## config.mk

```make
export PLATFORM = sky130hd
export DESIGN_NAME = dmwb_cache
export DESIGN_NICKNAME = d
export VERILOG_FILES = /design/src/rtl/dmwb_pkg.sv /design/src/rtl/dmwb_tag_array.sv /design/src/rtl/dmwb_data_array.sv /design/src/rtl/dmwb_ctrl.sv /design/src/rtl/dmwb_cache.sv
export SDC_FILE = /design/constraint.sdc
export NUM_CORES = 1
export LEC_CHECK = 0
export BUFFER_PORTS_ARGS = -buffer_cell sky130_fd_sc_hd__buf_2
export CAP_MARGIN = 20
export CELL_PAD_IN_SITES_DETAIL_PLACEMENT = 1
export CELL_PAD_IN_SITES_GLOBAL_PLACEMENT = 1
export CORE_ASPECT_RATIO = 0.7
export CORE_MARGIN = 1.5
export CORE_UTILIZATION = 30
export DETAILED_ROUTE_END_ITERATION = 16
export HOLD_SLACK_MARGIN = 0.08
export PLACE_DENSITY = 0.51
export SLEW_MARGIN = 20
export SYNTH_ARGS = -nofsm -noshare
export SYNTH_HDL_FRONTEND = slang
export SYNTH_SLANG_ARGS = --single-unit
```

## constraint.sdc

```tcl
create_clock -name clk -period 6.2 [get_ports clk]
set_input_delay 0.62 -clock clk [delete_from_list [all_inputs] [get_ports clk]]
set_output_delay 0.62 -clock clk [all_outputs]
set_load 0.05 [all_outputs]
```

## src/rtl/dmwb_pkg.sv

```systemverilog
package dmwb_pkg;
  typedef enum logic [1:0] {
    ST_IDLE = 2'd0,
    ST_LOOK = 2'd1,
    ST_WB   = 2'd2,
    ST_FILL = 2'd3
  } ctrl_state_t;
endpackage

```

## src/rtl/dmwb_tag_array.sv

```systemverilog
module dmwb_tag_array #(
  parameter int IDX_W = 2,
  parameter int TAG_W = 2
) (
  input  logic             clk,
  input  logic             rst,
  input  logic [IDX_W-1:0] idx,
  input  logic             fill,
  input  logic [TAG_W-1:0] new_tag,
  input  logic             set_dirty,
  input  logic             inval,
  output logic             vld_o,
  output logic             dty_o,
  output logic [TAG_W-1:0] tag_o
);
  localparam int LINES = 1 << IDX_W;

  logic [LINES-1:0] vld_q;
  logic [LINES-1:0] dty_q;
  logic [TAG_W-1:0] tags_q [LINES];

  always_ff @(posedge clk) begin
    if (rst) begin
      vld_q <= '0;
      dty_q <= '0;
    end else if (fill) begin
      vld_q[idx] <= 1'b1;
      dty_q[idx] <= 1'b0;
    end else if (inval) begin
      vld_q[idx] <= 1'b0;
      dty_q[idx] <= 1'b0;
    end else if (set_dirty) begin
      dty_q[idx] <= 1'b1;
    end
  end

  always_ff @(posedge clk) begin
    if (fill) tags_q[idx] <= new_tag;
  end

  assign vld_o = vld_q[idx];
  assign dty_o = dty_q[idx];
  assign tag_o = tags_q[idx];


  fill_clean_chk: assert property (@(posedge clk) disable iff (rst)
    fill |=> (vld_o && !dty_o));


  store_dirty_chk: assert property (@(posedge clk) disable iff (rst)
    set_dirty |=> dty_o);


  evict_inval_chk: assert property (@(posedge clk) disable iff (rst)
    inval |=> (!vld_o && !dty_o));
endmodule

```

## src/rtl/dmwb_data_array.sv

```systemverilog
module dmwb_data_array #(
  parameter int IDX_W  = 2,
  parameter int OFF_W  = 1,
  parameter int DATA_W = 8
) (
  input  logic                       clk,
  input  logic                       rst,
  input  logic [IDX_W-1:0]           idx,
  input  logic                       blk_we,
  input  logic [(DATA_W<<OFF_W)-1:0] blk_i,
  input  logic                       byte_we,
  input  logic [OFF_W-1:0]           off,
  input  logic [DATA_W-1:0]          byte_i,
  output logic [(DATA_W<<OFF_W)-1:0] blk_o
);
  localparam int LINES = 1 << IDX_W;
  localparam int LANES = 1 << OFF_W;

  for (genvar b = 0; b < LANES; b++) begin : g_lane
    logic [DATA_W-1:0] lane_mem [LINES];
    logic              lane_we;
    logic [DATA_W-1:0] lane_wd;

    assign lane_we = blk_we || (byte_we && (int'(off) == b));
    assign lane_wd = blk_we ? blk_i[b*DATA_W +: DATA_W] : byte_i;

    always_ff @(posedge clk) begin
      if (lane_we) lane_mem[idx] <= lane_wd;
    end

    assign blk_o[b*DATA_W +: DATA_W] = lane_mem[idx];
  end


  one_writer_chk: assert property (@(posedge clk) disable iff (rst)
    !(blk_we && byte_we));
endmodule

```

## src/rtl/dmwb_ctrl.sv

```systemverilog
module dmwb_ctrl
  import dmwb_pkg::*;
#(
  parameter int ADDR_W = 5,
  parameter int IDX_W  = 2,
  parameter int OFF_W  = 1,
  parameter int DATA_W = 8
) (
  input  logic                            clk,
  input  logic                            rst,
  input  logic                            cpu_req,
  input  logic                            cpu_we,
  input  logic [ADDR_W-1:0]               cpu_addr,
  input  logic [DATA_W-1:0]               cpu_wdata,
  output logic                            cpu_ready,
  output logic [DATA_W-1:0]               cpu_rdata,
  output logic                            hit_evt,
  output logic                            miss_evt,
  output logic                            mem_req,
  output logic                            mem_we,
  output logic [ADDR_W-OFF_W-1:0]         mem_addr,
  output logic [(DATA_W<<OFF_W)-1:0]      mem_wdata,
  input  logic                            mem_ack,
  input  logic [(DATA_W<<OFF_W)-1:0]      mem_rdata,
  output logic [IDX_W-1:0]                ln_idx,
  input  logic                            ln_vld,
  input  logic                            ln_dty,
  input  logic [ADDR_W-IDX_W-OFF_W-1:0]   ln_tag,
  input  logic [(DATA_W<<OFF_W)-1:0]      ln_blk,
  output logic                            tg_fill,
  output logic [ADDR_W-IDX_W-OFF_W-1:0]   tg_new_tag,
  output logic                            tg_set_dirty,
  output logic                            tg_inval,
  output logic                            dt_blk_we,
  output logic [(DATA_W<<OFF_W)-1:0]      dt_blk,
  output logic                            dt_byte_we,
  output logic [OFF_W-1:0]                dt_off,
  output logic [DATA_W-1:0]               dt_byte
);
  localparam int TAG_W = ADDR_W - IDX_W - OFF_W;

  ctrl_state_t       st_q;
  logic [ADDR_W-1:0] r_addr;
  logic              r_we;
  logic [DATA_W-1:0] r_wdata;
  logic              r_missed;

  logic [TAG_W-1:0]  tag_f;
  logic [IDX_W-1:0]  idx_f;
  logic [OFF_W-1:0]  off_f;
  logic              hit_now;
  logic              victim_dirty;

  assign tag_f        = r_addr[ADDR_W-1 -: TAG_W];
  assign idx_f        = r_addr[OFF_W +: IDX_W];
  assign off_f        = r_addr[OFF_W-1:0];
  assign hit_now      = ln_vld && (ln_tag == tag_f);
  assign victim_dirty = ln_vld && ln_dty;

  assign ln_idx       = idx_f;
  assign tg_new_tag   = tag_f;
  assign tg_fill      = (st_q == ST_FILL) && mem_ack;
  assign dt_blk_we    = tg_fill;
  assign dt_blk       = mem_rdata;
  assign tg_set_dirty = (st_q == ST_LOOK) && hit_now && r_we;
  assign dt_byte_we   = tg_set_dirty;
  assign dt_off       = off_f;
  assign dt_byte      = r_wdata;
  assign tg_inval     = ((st_q == ST_LOOK) && !hit_now && !victim_dirty) ||
                        ((st_q == ST_WB) && mem_ack);

  always_ff @(posedge clk) begin
    if (rst) begin
      st_q      <= ST_IDLE;
      r_addr    <= '0;
      r_we      <= 1'b0;
      r_wdata   <= '0;
      r_missed  <= 1'b0;
      cpu_ready <= 1'b0;
      cpu_rdata <= '0;
      hit_evt   <= 1'b0;
      miss_evt  <= 1'b0;
      mem_req   <= 1'b0;
      mem_we    <= 1'b0;
      mem_addr  <= '0;
      mem_wdata <= '0;
    end else begin
      cpu_ready <= 1'b0;
      hit_evt   <= 1'b0;
      miss_evt  <= 1'b0;
      unique case (st_q)
        ST_IDLE: begin
          if (cpu_req && !cpu_ready) begin
            r_addr   <= cpu_addr;
            r_we     <= cpu_we;
            r_wdata  <= cpu_wdata;
            r_missed <= 1'b0;
            st_q     <= ST_LOOK;
          end
        end
        ST_LOOK: begin
          if (hit_now) begin
            if (!r_we) cpu_rdata <= ln_blk[int'(off_f)*DATA_W +: DATA_W];
            cpu_ready <= 1'b1;
            hit_evt   <= !r_missed;
            miss_evt  <= r_missed;
            st_q      <= ST_IDLE;
          end else begin
            r_missed <= 1'b1;
            mem_req  <= 1'b1;
            if (victim_dirty) begin
              mem_we    <= 1'b1;
              mem_addr  <= {ln_tag, idx_f};
              mem_wdata <= ln_blk;
              st_q      <= ST_WB;
            end else begin
              mem_we   <= 1'b0;
              mem_addr <= {tag_f, idx_f};
              st_q     <= ST_FILL;
            end
          end
        end
        ST_WB: begin
          if (mem_ack) begin
            mem_we   <= 1'b0;
            mem_addr <= {tag_f, idx_f};
            st_q     <= ST_FILL;
          end
        end
        ST_FILL: begin
          if (mem_ack) begin
            mem_req <= 1'b0;
            st_q    <= ST_LOOK;
          end
        end
        default: st_q <= ST_IDLE;
      endcase
    end
  end


  wb_then_fill_chk: assert property (@(posedge clk) disable iff (rst)
    (mem_req && mem_we && mem_ack) |=> (mem_req && !mem_we));


  req_hold_chk: assert property (@(posedge clk) disable iff (rst)
    (mem_req && !mem_ack) |=> (mem_req && $stable(mem_addr) && $stable(mem_we)));


  evt_with_ready_chk: assert property (@(posedge clk) disable iff (rst)
    (hit_evt || miss_evt) |-> (cpu_ready && !(hit_evt && miss_evt)));


  ready_idle_mem_chk: assert property (@(posedge clk) disable iff (rst)
    cpu_ready |-> !mem_req);


  hit_no_mem_chk: assert property (@(posedge clk) disable iff (rst)
    hit_evt |-> ($past(st_q) == ST_LOOK && !$past(mem_req)));
endmodule

```

## src/rtl/dmwb_cache.sv

```systemverilog
module dmwb_cache #(
  parameter int ADDR_W = 5,
  parameter int IDX_W  = 2,
  parameter int OFF_W  = 1,
  parameter int DATA_W = 8
) (
  input  logic                       clk,
  input  logic                       rst,
  input  logic                       cpu_req,
  input  logic                       cpu_we,
  input  logic [ADDR_W-1:0]          cpu_addr,
  input  logic [DATA_W-1:0]          cpu_wdata,
  output logic                       cpu_ready,
  output logic [DATA_W-1:0]          cpu_rdata,
  output logic                       hit_evt,
  output logic                       miss_evt,
  output logic                       mem_req,
  output logic                       mem_we,
  output logic [ADDR_W-OFF_W-1:0]    mem_addr,
  output logic [(DATA_W<<OFF_W)-1:0] mem_wdata,
  input  logic                       mem_ack,
  input  logic [(DATA_W<<OFF_W)-1:0] mem_rdata
);
  localparam int TAG_W = ADDR_W - IDX_W - OFF_W;
  localparam int BLK_W = DATA_W << OFF_W;

  logic [IDX_W-1:0]  ln_idx;
  logic              ln_vld;
  logic              ln_dty;
  logic [TAG_W-1:0]  ln_tag;
  logic [BLK_W-1:0]  ln_blk;
  logic              tg_fill;
  logic [TAG_W-1:0]  tg_new_tag;
  logic              tg_set_dirty;
  logic              tg_inval;
  logic              dt_blk_we;
  logic [BLK_W-1:0]  dt_blk;
  logic              dt_byte_we;
  logic [OFF_W-1:0]  dt_off;
  logic [DATA_W-1:0] dt_byte;

  dmwb_tag_array #(.IDX_W(IDX_W), .TAG_W(TAG_W)) u_tags (
    .clk(clk), .rst(rst), .idx(ln_idx),
    .fill(tg_fill), .new_tag(tg_new_tag),
    .set_dirty(tg_set_dirty), .inval(tg_inval),
    .vld_o(ln_vld), .dty_o(ln_dty), .tag_o(ln_tag)
  );

  dmwb_data_array #(.IDX_W(IDX_W), .OFF_W(OFF_W), .DATA_W(DATA_W)) u_data (
    .clk(clk), .rst(rst), .idx(ln_idx),
    .blk_we(dt_blk_we), .blk_i(dt_blk),
    .byte_we(dt_byte_we), .off(dt_off), .byte_i(dt_byte),
    .blk_o(ln_blk)
  );

  dmwb_ctrl #(.ADDR_W(ADDR_W), .IDX_W(IDX_W), .OFF_W(OFF_W), .DATA_W(DATA_W)) u_ctrl (
    .clk(clk), .rst(rst),
    .cpu_req(cpu_req), .cpu_we(cpu_we), .cpu_addr(cpu_addr), .cpu_wdata(cpu_wdata),
    .cpu_ready(cpu_ready), .cpu_rdata(cpu_rdata),
    .hit_evt(hit_evt), .miss_evt(miss_evt),
    .mem_req(mem_req), .mem_we(mem_we), .mem_addr(mem_addr), .mem_wdata(mem_wdata),
    .mem_ack(mem_ack), .mem_rdata(mem_rdata),
    .ln_idx(ln_idx), .ln_vld(ln_vld), .ln_dty(ln_dty), .ln_tag(ln_tag), .ln_blk(ln_blk),
    .tg_fill(tg_fill), .tg_new_tag(tg_new_tag), .tg_set_dirty(tg_set_dirty),
    .tg_inval(tg_inval), .dt_blk_we(dt_blk_we), .dt_blk(dt_blk),
    .dt_byte_we(dt_byte_we), .dt_off(dt_off), .dt_byte(dt_byte)
  );
endmodule

```

After elaboration in Yosys (flattened, before gate mapping):

Memory sizes are Yosys's and may differ from the RTL's. A register that Yosys moved wholly into a read port is not among the register bits.
Index checks and enable logic that the tools add are counted.

* word-level logic and storage cells: 116
* output and inout port bits: 33
* memories: 3
* RAM bits: 72
* bits in registers: 58

* $lt $le $gt $ge: 2
* reduce and logical (&&, ||, !) cells: 34
* equality and inequality tests: 8
* multiplexer cells: 44
* shift-type cells: 1
* bitwise operators: 9

Memory list
* u_data.g_lane[0].lane_mem: words 4, bits a word 8, rd ports 1, clocked after memory_dff 1, write ports 1, RTL line dmwb_data_array.sv:20 `logic [DATA_W-1:0] lane_mem [LINES];`
* u_data.g_lane[1].lane_mem: words 4, bits a word 8, rd ports 1, clocked after memory_dff 1, write ports 1, RTL line dmwb_data_array.sv:20
* u_tags.tags_q: words 4, bits a word 2, rd ports 1, clocked after memory_dff 1, write ports 1, RTL line dmwb_tag_array.sv:20 `logic [TAG_W-1:0] tags_q [LINES];`

Operator list (number)
* two-way mux 4 bit: 8
* two-way mux 2 bit: 10
* AND reduction 3 bit: 6
* two-way mux 1 bit: 16
* two-way mux 8 bit: 2
* variable part select 16 x 5 -> 8 bit: 1
* logical AND 1 bit: 12
* bitwise AND 4 bit: 2
* bitwise OR 4 bit: 2
* case mux 2 bit (4 select lines): 1
* case mux 4 bit (2 select lines): 1
* nonzero test 2 bit: 4
* != test 2 bit, second input constant: 3
* case mux 1 bit (2 select lines): 3
* binary-select mux 1 bit (select 2 bit): 2
* equality test 2 bit, second input constant: 2
* logical NOT 1 bit: 4
* NOT 1 bit: 4
* NOT 4 bit: 1
* logical OR 1 bit: 3
* less-than comparator 2 x 3 -> 1 bit, second input constant: 1
* nonzero test 3 bit: 1
* OR reduction 3 bit: 1
* demux 1 bit (select 2 bit): 1
* 7 further kinds: 7

Longest topological paths before layout:

Gate-level depths: netlist (run 1).

* depth after elaboration: 9
* depth in mapped cells: 7
* gate-level depth less buffers: 7

Modules after synthesis:

Synthesis (run 1) repeated with hierarchy kept, for this count alone.

* cells, all modules: 435
* area, all modules: 5501.5 um2

Modules (own cells, without submodules)
* dmwb_data_array: area each 2572.5 um2, cells each 141, times used 1
* dmwb_ctrl: area each 2185.8 um2, cells each 240, times used 1
* dmwb_tag_array: area each 743.2 um2, cells each 54, times used 1

Worst setup path after synthesis (run 1):

Ideal clock, no wire load.

* path kind: register to register
* from: register with a tool-made name
* to: memory u_data.g_lane[1].lane_mem[0][0], enable pin
* library setup time: 0.370 ns
* cell stages (with the launch flop): 7
* slack: 3.616 ns
* required time: 5.830 ns
* data arrival time: 2.214 ns
* period minus slack after synthesis: 2.584 ns
* cell sequence: dfxtp_1 -> buf_6 -> mux4_2 -> xor2_1 -> nor3_2 -> a31oi_1 -> nor2_1

RTL lines (RTL line)
* to (decl): dmwb_data_array.sv:20

==> metrics.txt, run 1 <==
Mapped Nets 456; Syn Inst Count 418; largest net degree at the start of global routing 58; VDD IR max 0.144 mV; RSZ-0062 raised after global routing false; Switching Share 0.236; post-cts resize count 0; Leak 0.00238 uW; final worst path period share 0.577; Post-CTS Hold Fix Bufs 0; Die Y 115 um; post-DR wirelength/cell 19.1 um; TritonCTS clock tree built; Arr. time, crit path 3.62 ns; dpl hpwl 10.1 mm; Net Switching 563 uW; DR iter-0 viols 262; clk buf depth 2; max_cap viols 0; worst slew pin tran 1.05 ns; Flop pwr share 0.412; P per Cell Area 363 nW/um2; critical path peak fanout 18; final setup violation count 0; Req. time, crit path 6.24 ns; Clock Skew 0.00724 ns; post-CTS setup buffer count 0; Area Overhead vs Synth 23.1%; post-synth cell types 41; Crit Path Class reg -> reg; startpoint types flip-flop; Post-synth ARST share 0; initial antenna violation count 0; Ant. Diodes 0; Rel. slew slack 0.297; Hold Slack 0.442 ns; CTS root buf clkbuf_16; Worst Slack Setup Final 2.62 ns; sequential area share after synthesis 0.630; # clock sinks 132; Die ar. 18600 um2; Vias per Instance 4.77; Die Span X 162 um; DR vias 3471; starting density of the core 0.309; placed insts 695; port bufs 66; nets 522; fillers 1874; H-tree lvl count 4; FF-to-FF path depth 5; core area 17300 um2; Remaining DRCs 0; Hold Path Depth 3; Hold Vio Cnt, Final 0; worst skew pair latency 0.42 ns; fin cells 728; crit path time final 3.58 ns; Internal Pwr Total 1820 uW; num rows 40; Power Total 2380 uW; I/O Pins 67; pre-CTS setup slack 2.55 ns; setup TNS 0 ns; Clock power frac 0.491; synthesized flop and latch total 132; DRT antenna net count 0; CP max-delay cell dfxtp_1; run status completed; crit path cell chain mux4_2, xor2_1, nor3_2, a31oi_1, nor2_1; Total Wirelength 13.9 mm; Crit. End Element flip-flop; synthesized cell area 5340 um2; EDFF count, synth 72; synth warn 0; Max Slew Vio Count 0; CTS clk-pin slew, worst paths 0.06 ns; Num CTS Buffers 17; layout cells sized above 1 0.247; main flop type after synthesis edfxtp_1; Fmax 0.280 GHz; Final Wtd Congestion 0.741; vias in the first global route 3545; GRT Overall Usage 0.158; mean post-synth cell area 12.8 um2; first-pass GRT wire length 21.3 mm; first-pass iteration count of the detailed router 4; Overflow after GRT 0; Hold Path Class in -> reg; max incr delay on CP 0.87 ns; power share of the combinational group 0.098
## Yosys cell counts, types with 4 or more instances
cell type,number,share of area
nand2_1,79,0.056
edfxtp_1,72,0.41
dfxtp_1,60,0.23
nor2_1,43,0.030
mux2i_1,27,0.051
a21oi_1,24,0.023
clkbuf_1,14,0.0098
mux4_2,14,0.059
a211oi_1,11,0.015
inv_1,10,0.0070
mux4_1,6,0.030
o21ai_0,6,0.0056
a41oi_1,4,0.0066
ha_1,4,0.0094
nor3_1,4,0.0038
## power groups by stage
stage | clock network, uW | registers, uW | logic (uW)
after floorplan | 0 | 998 | 154
after global placement | 0 | 999 | 230
after detailed placement | 0 | 1000 | 235
after CTS | 1190 | 982 | 236
after global routing | 1230 | 985 | 256
final | 1170 | 981 | 233
## path summary, 6_finish.rpt
kind / start / end / slack [ns]
max: flip-flop / u_data.g_lane[1].lane_mem[3][1]$_DFFE_PP_ / 2.62
min: cpu_wdata[7] / u_ctrl.dt_byte[7]$_SDFFE_PP0P_ / 0.44
max reg2reg: flip-flop / u_data.g_lane[1].lane_mem[3][1]$_DFFE_PP_ / 2.62
min reg2reg: u_ctrl.r_missed$_SDFFE_PP0P_ / u_ctrl.hit_evt$_SDFF_PP0_ / 0.44
## through the flow
step | cell area [um2] | util
after CTS | 6550 | 0.379
after global placement | 5870 | 0.340
after detailed placement | 5870 | 0.340
after global routing | 6570 | 0.380
after floorplan | 5340 | -
final | 6570 | 0.380
## logic make-up after synthesis
group / count (synthesis) / synth area share
multiplexers: 47 / 0.139
XOR/XNOR: 4 / 0.00657
adder cells (fa/ha/maj): 4 / 0.00938
AO/OA/AOI/OAI: 60 / 0.0779
AND/OR/NAND/NOR: 139 / 0.109
buffers and inverters: 32 / 0.0274
flip-flops: 132 / 0.630
## final cells by class
cell class	count	area (um2)	area share
tap	231	289	0.0440
clock inverter	15	260	0.0396
timing repair buffer	69	360	0.0549
inverter	10	37.5	0.00572
sequential	132	3360	0.512
multi-input combinational	254	1830	0.279
clock buffer	17	425	0.0648
## per-layer routing
metal,routed length [um],share of wire,GRT usage
met2,5270,0.38,0.204
met4,189,0.014,0.0502
met5,0,0,0
met1,7600,0.55,0.245
met3,815,0.059,0.0485
## worst max-delay path, delay by kind of cell (launching register included)
kind	cells	cell delay (ns)
AOI/OAI and AO/OA	1	0.27
xor gates and xnor gates	1	0.22
muxes	1	0.47
DFF	1	0.87
and+or+nand+nor	2	1.37
## placed cells by master (no fill, tap or decap), types with 3 or more instances in the layout
| cell type | netlist | final |
|---|---|---|
| a211oi_1 | 11 | 11 |
| a21oi_1 | 24 | 24 |
| a31oi_1 | 3 | 3 |
| a41oi_1 | 4 | 4 |
| buf_2 | 2 | 66 |
| bufinv_16 | 0 | 7 |
| clkbuf_16 | 0 | 17 |
| clkinv_2 | 0 | 3 |
| clkinvlp_4 | 0 | 3 |
| dfxtp_1 | 60 | 60 |
| edfxtp_1 | 72 | 72 |
| ha_1 | 4 | 4 |
| inv_1 | 10 | 10 |
| mux2i_1 | 27 | 27 |
| mux4_1 | 6 | 6 |
| mux4_2 | 14 | 14 |
| nand2_1 | 79 | 79 |
| nand2b_1 | 3 | 3 |
| nor2_1 | 43 | 43 |
| nor3_1 | 4 | 4 |
| o21ai_0 | 6 | 6 |
| o32ai_1 | 3 | 3 |
## registers in the layout, summed over array words and instances, names as in the netlist, named ones only
register,cells
u_ctrl.r_addr,5
u_ctrl.r_missed,1
u_ctrl.st_q,2
u_ctrl.r_we,1
u_ctrl.mem_addr,4
u_ctrl.cpu_ready,1
u_ctrl.mem_req,1
u_tags.tags_q,8
u_ctrl.cpu_rdata,8
u_ctrl.mem_wdata,16
u_ctrl.dt_byte,8
u_ctrl.hit_evt,1
u_ctrl.mem_we,1
u_data.g_lane.lane_mem,64
u_ctrl.miss_evt,1
Power figures use the tool's default switching activity.
==> run 2, diff against run 1 <==
==> constraint.sdc (replaced) <==
create_clock -name clk -period 3.5 [get_ports clk]
set_input_delay 0.35 -clock clk [delete_from_list [all_inputs] [get_ports clk]]
set_output_delay 0.35 -clock clk [all_outputs]
set_load 0.05 [all_outputs]
==> run 2 against run 1 <==
Against the previous run: sequential power increased by 76%; combinational power increased by 84%; first-iteration DRC count increased by 3.1%; count of clock-buffer cells in the layout unchanged; design area increased by 0.53%; non-clock buffer count increased by 12; critical path type unchanged.
==> metrics.txt, run 2 (synthesis gave the netlist of run 1 again) <==
core area 17300 um2 (unchanged); CTS clk-pin slew, worst paths 0.06 ns (about the same); fin cells 740 (+1.6%); run status completed; VDD IR max 0.286 mV (+98%); DRT antenna net count 0 (unchanged); met2 usage 0.204 (unchanged); worst skew pair latency 0.42 ns (about the same); R2R setup slack 0.60 ns (-2.02 ns); Area Overhead vs Synth 23.7%; final setup violation count 0 (unchanged); fillers 1866 (-0.43%); final instance area 6600 um2 (+0.53%); Die Span X 162 um (unchanged); Crit. End Element flip-flop; Total Wirelength 14.0 mm (+0.73%); Arr. time, crit path 3.07 ns (-0.55 ns); Hold Crit Start cpu_wdata[4]; CTS root buf clkbuf_16; r2r endpoint u_data.g_lane[0].lane_mem[0][3]$_DFFE_PP_; Rel. slew slack 0.524 (+0.227); vias in the first global route 3540 (-0.14%); final worst path period share 0.827 (+0.251); WHS Endpoint u_ctrl.dt_byte[4]$_SDFFE_PP0P_; Ant. Diodes 0 (unchanged); commonest cells after routing, fill and taps aside 79 x nand2_1, 72 x edfxtp_1, 66 x buf_2; multi-input logic area 1830 um2 (unchanged); placed cell area 5960 um2 (+1.7%); Vias per Instance 4.85 (+1.6%); first-pass GRT wire length 21.5 mm (+0.61%); Final Wtd Congestion 0.737 (-0.46%); Max Slew Vio Count 0 (unchanged); GRT busiest layer met1; P per Cell Area 619 nW/um2 (+71%); FF-to-FF path depth 7 (+2); initial antenna violation count 0 (unchanged); Hold Path Depth 3 (unchanged); Hold Vio Cnt, Final 0 (unchanged); RSZ-0062 raised after global routing false; Fmax 0.345 GHz (+23%); max_cap viols 0 (unchanged); Hold Slack 0.167 ns (-0.276 ns); startpoint types flip-flop; Leak 0.00242 uW (+1.7%); post-cts resize count 0 (unchanged); largest registers u_data.g_lane.lane_mem (64), u_ctrl.mem_wdata (16); starting density of the core 0.309 (unchanged); commonest non-fill, non-tap cell in the layout nand2_1; crit path time final 2.90 ns (-0.680 ns); Num CTS Buffers 17 (unchanged); I/O Pins 67 (unchanged); num rows 40 (unchanged); TritonCTS clock tree built; DR iter-0 viols 270 (+3.1%); GRT Overall Usage 0.160 (+0.00223); post-CTS setup buffer count 0 (unchanged); register area 3360 um2 (unchanged); number of flip-flops in the largest register 64 (unchanged); Req. time, crit path 3.67 ns (-2.57 ns); met3 Track Usage GR 0.0442 (-0.00435); Hold Path Class in -> reg; setup TNS 0 ns (unchanged); Die ar. 18600 um2 (unchanged); post-DR wirelength/cell 18.9 um (-0.91%); Post-CTS Hold Fix Bufs 0 (unchanged); met1 Use GR 0.253 (+0.00744); Die Y 115 um (unchanged); port bufs 66 (unchanged); placed insts 708 (+1.9%); largest register by flop count u_data.g_lane.lane_mem; nets 534 (+2.3%); dpl hpwl 10.1 mm (+0.49%); DR vias 3586 (+3.3%); layout cells sized above 1 0.261 (+0.0138); worst slew pin tran 0.712 ns (-0.336 ns); Clock Skew 0.00989 ns (+0.00265 ns); Crit Path Class reg -> reg; Overflow after GRT 0 (unchanged); critical path peak fanout 9 (-9); clk buf depth 2 (unchanged); # clock sinks 132 (unchanged); first-pass iteration count of the detailed router 5 (+1); Remaining DRCs 0 (unchanged); largest net degree at the start of global routing 32 (-45%); H-tree lvl count 4 (unchanged)
==> run 2: cell count changes in the layout (fill, tap and decap cells not counted), sizes merged <==
cell	before	now
clkinv	5	8
bufinv	7	5
clkinvlp	3	2
buf	69	81
==> run 2: report_power, final <==
group / switching (uW) / total [uW] / leakage, uW / internal (uW)
combinational: 284 / 428 / 0.000969 / 144
sequential: 47.1 / 1730 / 0.00115 / 1690
clock: 668 / 1920 / 0.000305 / 1250
total: 999 / 4090 / 0.00242 / 3090
==> run 2: stage by stage <==
| stage | setup slack, ns | power, uW | utilization |
|---|---|---|---|
| finish | 0.604 | 4090 | 0.382 |
| global placement | 0.686 | 2190 | 0.345 |
| global route | 0.418 | 4240 | 0.382 |
| CTS | 0.554 | 4130 | 0.382 |
| floorplan | 0.916 | 2040 | - |
| detailed placement | 0.566 | 2200 | 0.345 |
==> run 2: critical path, cell delays in order, from the launching register on <==
cell	delay (ns)
dfxtp_1	0.65
mux4_2	0.63
xor2_1	0.38
nor3_2	0.11
buf_4	0.19
a31oi_1	0.40
nor2_1	0.08
buf_4	0.19
==> run 2: layer usage <==
layer  vias up  share of wire
li1       1681              -
met1      1783           0.55
met2       110           0.38
met3        12          0.060
met4         0          0.012
met5         -              0
==> run 2: cell type report <==
| cell class | instances | area share |
|---|---|---|
| flip-flops and latches | 132 | 0.509 |
| inverters | 10 | 0.00569 |
| clock inverters | 15 | 0.0322 |
| multi-input cells | 254 | 0.277 |
| well taps | 231 | 0.0438 |
| clock buffers | 17 | 0.0644 |
| repair buffers | 81 | 0.0671 |
==> run 2: how the worst max path moves through the flow <==
stage	startpoint	end	slack, ns	cells after the start
floorplan	flip-flop	u_data.g_lane[1].lane_mem[0][0]$_DFFE_PP_	0.92	6
global placement	flip-flop	u_data.g_lane[0].lane_mem[0][6]$_DFFE_PP_	0.69	7
detailed placement	flip-flop	u_data.g_lane[1].lane_mem[1][3]$_DFFE_PP_	0.57	5
CTS	flip-flop	u_data.g_lane[1].lane_mem[1][4]$_DFFE_PP_	0.55	5
global route	flip-flop	u_data.g_lane[1].lane_mem[0][7]$_DFFE_PP_	0.42	5
finish	flip-flop	u_data.g_lane[0].lane_mem[0][3]$_DFFE_PP_	0.60	7
==> run 3, diff against run 2 <==
--- a/config.mk
+++ b/config.mk
@@ -14,7 +14,7 @@
 export CORE_UTILIZATION = 30
 export DETAILED_ROUTE_END_ITERATION = 16
 export HOLD_SLACK_MARGIN = 0.08
-export PLACE_DENSITY = 0.51
+export PLACE_DENSITY = 0.53
 export SLEW_MARGIN = 20
 export SYNTH_ARGS = -nofsm -noshare
 export SYNTH_HDL_FRONTEND = slang
==> constraint.sdc (replaced) <==
create_clock -name clk -period 2.65 [get_ports clk]
set_input_delay 0.265 -clock clk [delete_from_list [all_inputs] [get_ports clk]]
set_output_delay 0.265 -clock clk [all_outputs]
set_load 0.05 [all_outputs]
==> run 3 against run 2 <==
Against the previous run: first-iteration DRC count is 21% lower; design area is 0.25% higher; sequential share of layout area fell by 0.13 points; count of clock-buffer cells in the layout rose by 1; worst hold slack got worse by 0.072 ns; global-route usage is essentially flat; die area unchanged; cell count is 0.68% higher; maximum frequency up 10%; power up 30%; largest power group unchanged; combinational power increased by 43%; non-clock buffer count grew 5.
==> metrics.txt, run 3 (synthesis gave the netlist of run 1 again) <==
worst slew pin tran 0.677 ns (-0.0353 ns); first-pass iteration count of the detailed router 4 (-1); DRT antenna net count 0 (unchanged); largest registers u_data.g_lane.lane_mem (64), u_ctrl.mem_wdata (16); post-DR wirelength/cell 18.5 um (-1.9%); Vias per Instance 4.71 (-2.8%); Clock Skew 0.00833 ns (-0.00155 ns); Num CTS Buffers 17 (unchanged); num rows 40 (unchanged); Rel. slew slack 0.543 (+0.0188); pre-CTS setup slack 0.0242 ns (-0.542 ns); Total Wirelength 13.8 mm (-1.2%); Die ar. 18600 um2 (unchanged); placed cell area 6000 um2 (+0.63%); # clock sinks 132 (unchanged); I/O Pins 67 (unchanged); P per Cell Area 804 nW/um2 (+30%); post-CTS setup buffer count 0 (unchanged); crit path time final 2.63 ns (-0.268 ns); max_cap viols 0 (unchanged); commonest cells after routing, fill and taps aside 79 x nand2_1, 72 x edfxtp_1, 66 x buf_2; first-pass GRT wire length 21.8 mm (+1.7%); Arr. time, crit path 2.67 ns (-0.40 ns); commonest non-fill, non-tap cell in the layout nand2_1; VDD IR max 0.374 mV (+31%); layout cells sized above 1 0.272 (+0.0111); Overflow after GRT 0 (unchanged); vias in the first global route 3701 (+4.5%); Post-CTS Hold Fix Bufs 0 (unchanged); Worst Slack Setup Final 0.0214 ns (-0.582 ns); H-tree lvl count 4 (unchanged); nets 539 (+0.94%); Leak 0.00244 uW (+0.70%); worst skew pair latency 0.41 ns (about the same); initial antenna violation count 0 (unchanged); final setup violation count 0 (unchanged); Req. time, crit path 2.69 ns (-0.98 ns); core area 17300 um2 (unchanged); TritonCTS clock tree built; multi-input logic area 1830 um2 (+0.14%); Final Wtd Congestion 0.779 (+5.7%); final worst path period share 0.992 (+0.164); register area 3360 um2 (unchanged); run status completed; critical path peak fanout 8 (-1); Remaining DRCs 0 (unchanged); Area Overhead vs Synth 24.0%; port bufs 66 (unchanged); startpoint types flip-flop; Die Y 115 um (unchanged); dpl hpwl 10.4 mm (+2.3%); CTS clk-pin slew, worst paths 0.06 ns (about the same); fillers 1857 (-0.48%); Ant. Diodes 0 (unchanged); GRT Overall Usage 0.160 (about the same); clk buf depth 2 (unchanged); starting density of the core 0.309 (unchanged); largest register by flop count u_data.g_lane.lane_mem; Fmax 0.380 GHz (+10%); number of flip-flops in the largest register 64 (unchanged); Die Span X 162 um (unchanged); largest net degree at the start of global routing 34 (+6.3%); RSZ-0062 raised after global routing true; CTS root buf clkbuf_16; DR vias 3509 (-2.1%); Hold Vio Cnt, Final 0 (unchanged); Crit. End Element flip-flop; Crit Path Class reg -> reg; Max Slew Vio Count 0 (unchanged); final instance area 6620 um2 (+0.25%); Hold Path Class in -> reg; DR iter-0 viols 213 (-21%)
[run 3: power breakdown]
part	switching [uW]	internal (uW)
Clock	875	1570
Combinational	403	207
Sequential	38.4	2230
[run 3: repair_timing]
action,4_1_cts,5_1_grt
endpoints found under the setup margin,11,24
gates resized for setup,1,0
gates cloned,0,0
endpoints found under the hold margin,0,0
[run 3: path summary, 6_finish.rpt]
path                                startpoint                                   endpoint  slack (ns)  cells past startpoint
setup / recovery                     flip-flop  u_data.g_lane[0].lane_mem[1][2]$_DFFE_PP_        0.02                      5
hold / removal                    cpu_wdata[0]             u_ctrl.dt_byte[0]$_SDFFE_PP0P_        0.09                      3
setup reg to reg                     flip-flop  u_data.g_lane[0].lane_mem[1][2]$_DFFE_PP_        0.02                      5
hold reg to reg   u_ctrl.r_missed$_SDFFE_PP0P_                  u_ctrl.hit_evt$_SDFF_PP0_        0.45                      1
[run 3: critical path, cell delays in order, from the launching register on]
cell     delay, ns
dfxtp_1       0.43
mux4_2        0.59
xor2_1        0.19
nor3_2        0.25
a31oi_1       0.23
nor2_1        0.57
[run 3: per-stage QoR]
stage	std cells	power, uW	setup TNS [ns]	util	hold WS, ns
2_1_floorplan	418	2700	0	-	0.361
3_3_place_gp	713	2910	0	0.348	0.438
3_5_place_dp	713	2930	0	0.348	0.443
4_1_cts	745	5370	-0.169	0.383	0.0806
5_1_grt	745	5530	-3.25	0.383	0.0973
6_report	745	5320	0	0.383	0.0941
[run 3: layout make-up]
class / count / area share
inverters: 10 / 0.00567
multi-input cells: 254 / 0.277
flip-flops and latches: 132 / 0.508
repair buffers: 86 / 0.0726
clock inverters: 14 / 0.0280
well taps: 231 / 0.0437
clock buffers: 18 / 0.0649
[run 3: layer usage]
| layer | track usage | part of all wire | wire length (um) |
|---|---|---|---|
| met1 | 0.250 | 0.53 | 7320 |
| met2 | 0.216 | 0.40 | 5520 |
| met3 | 0.0366 | 0.061 | 844 |
| met4 | 0.0495 | 0.0081 | 112 |
| met5 | 0 | 0 | 0 |
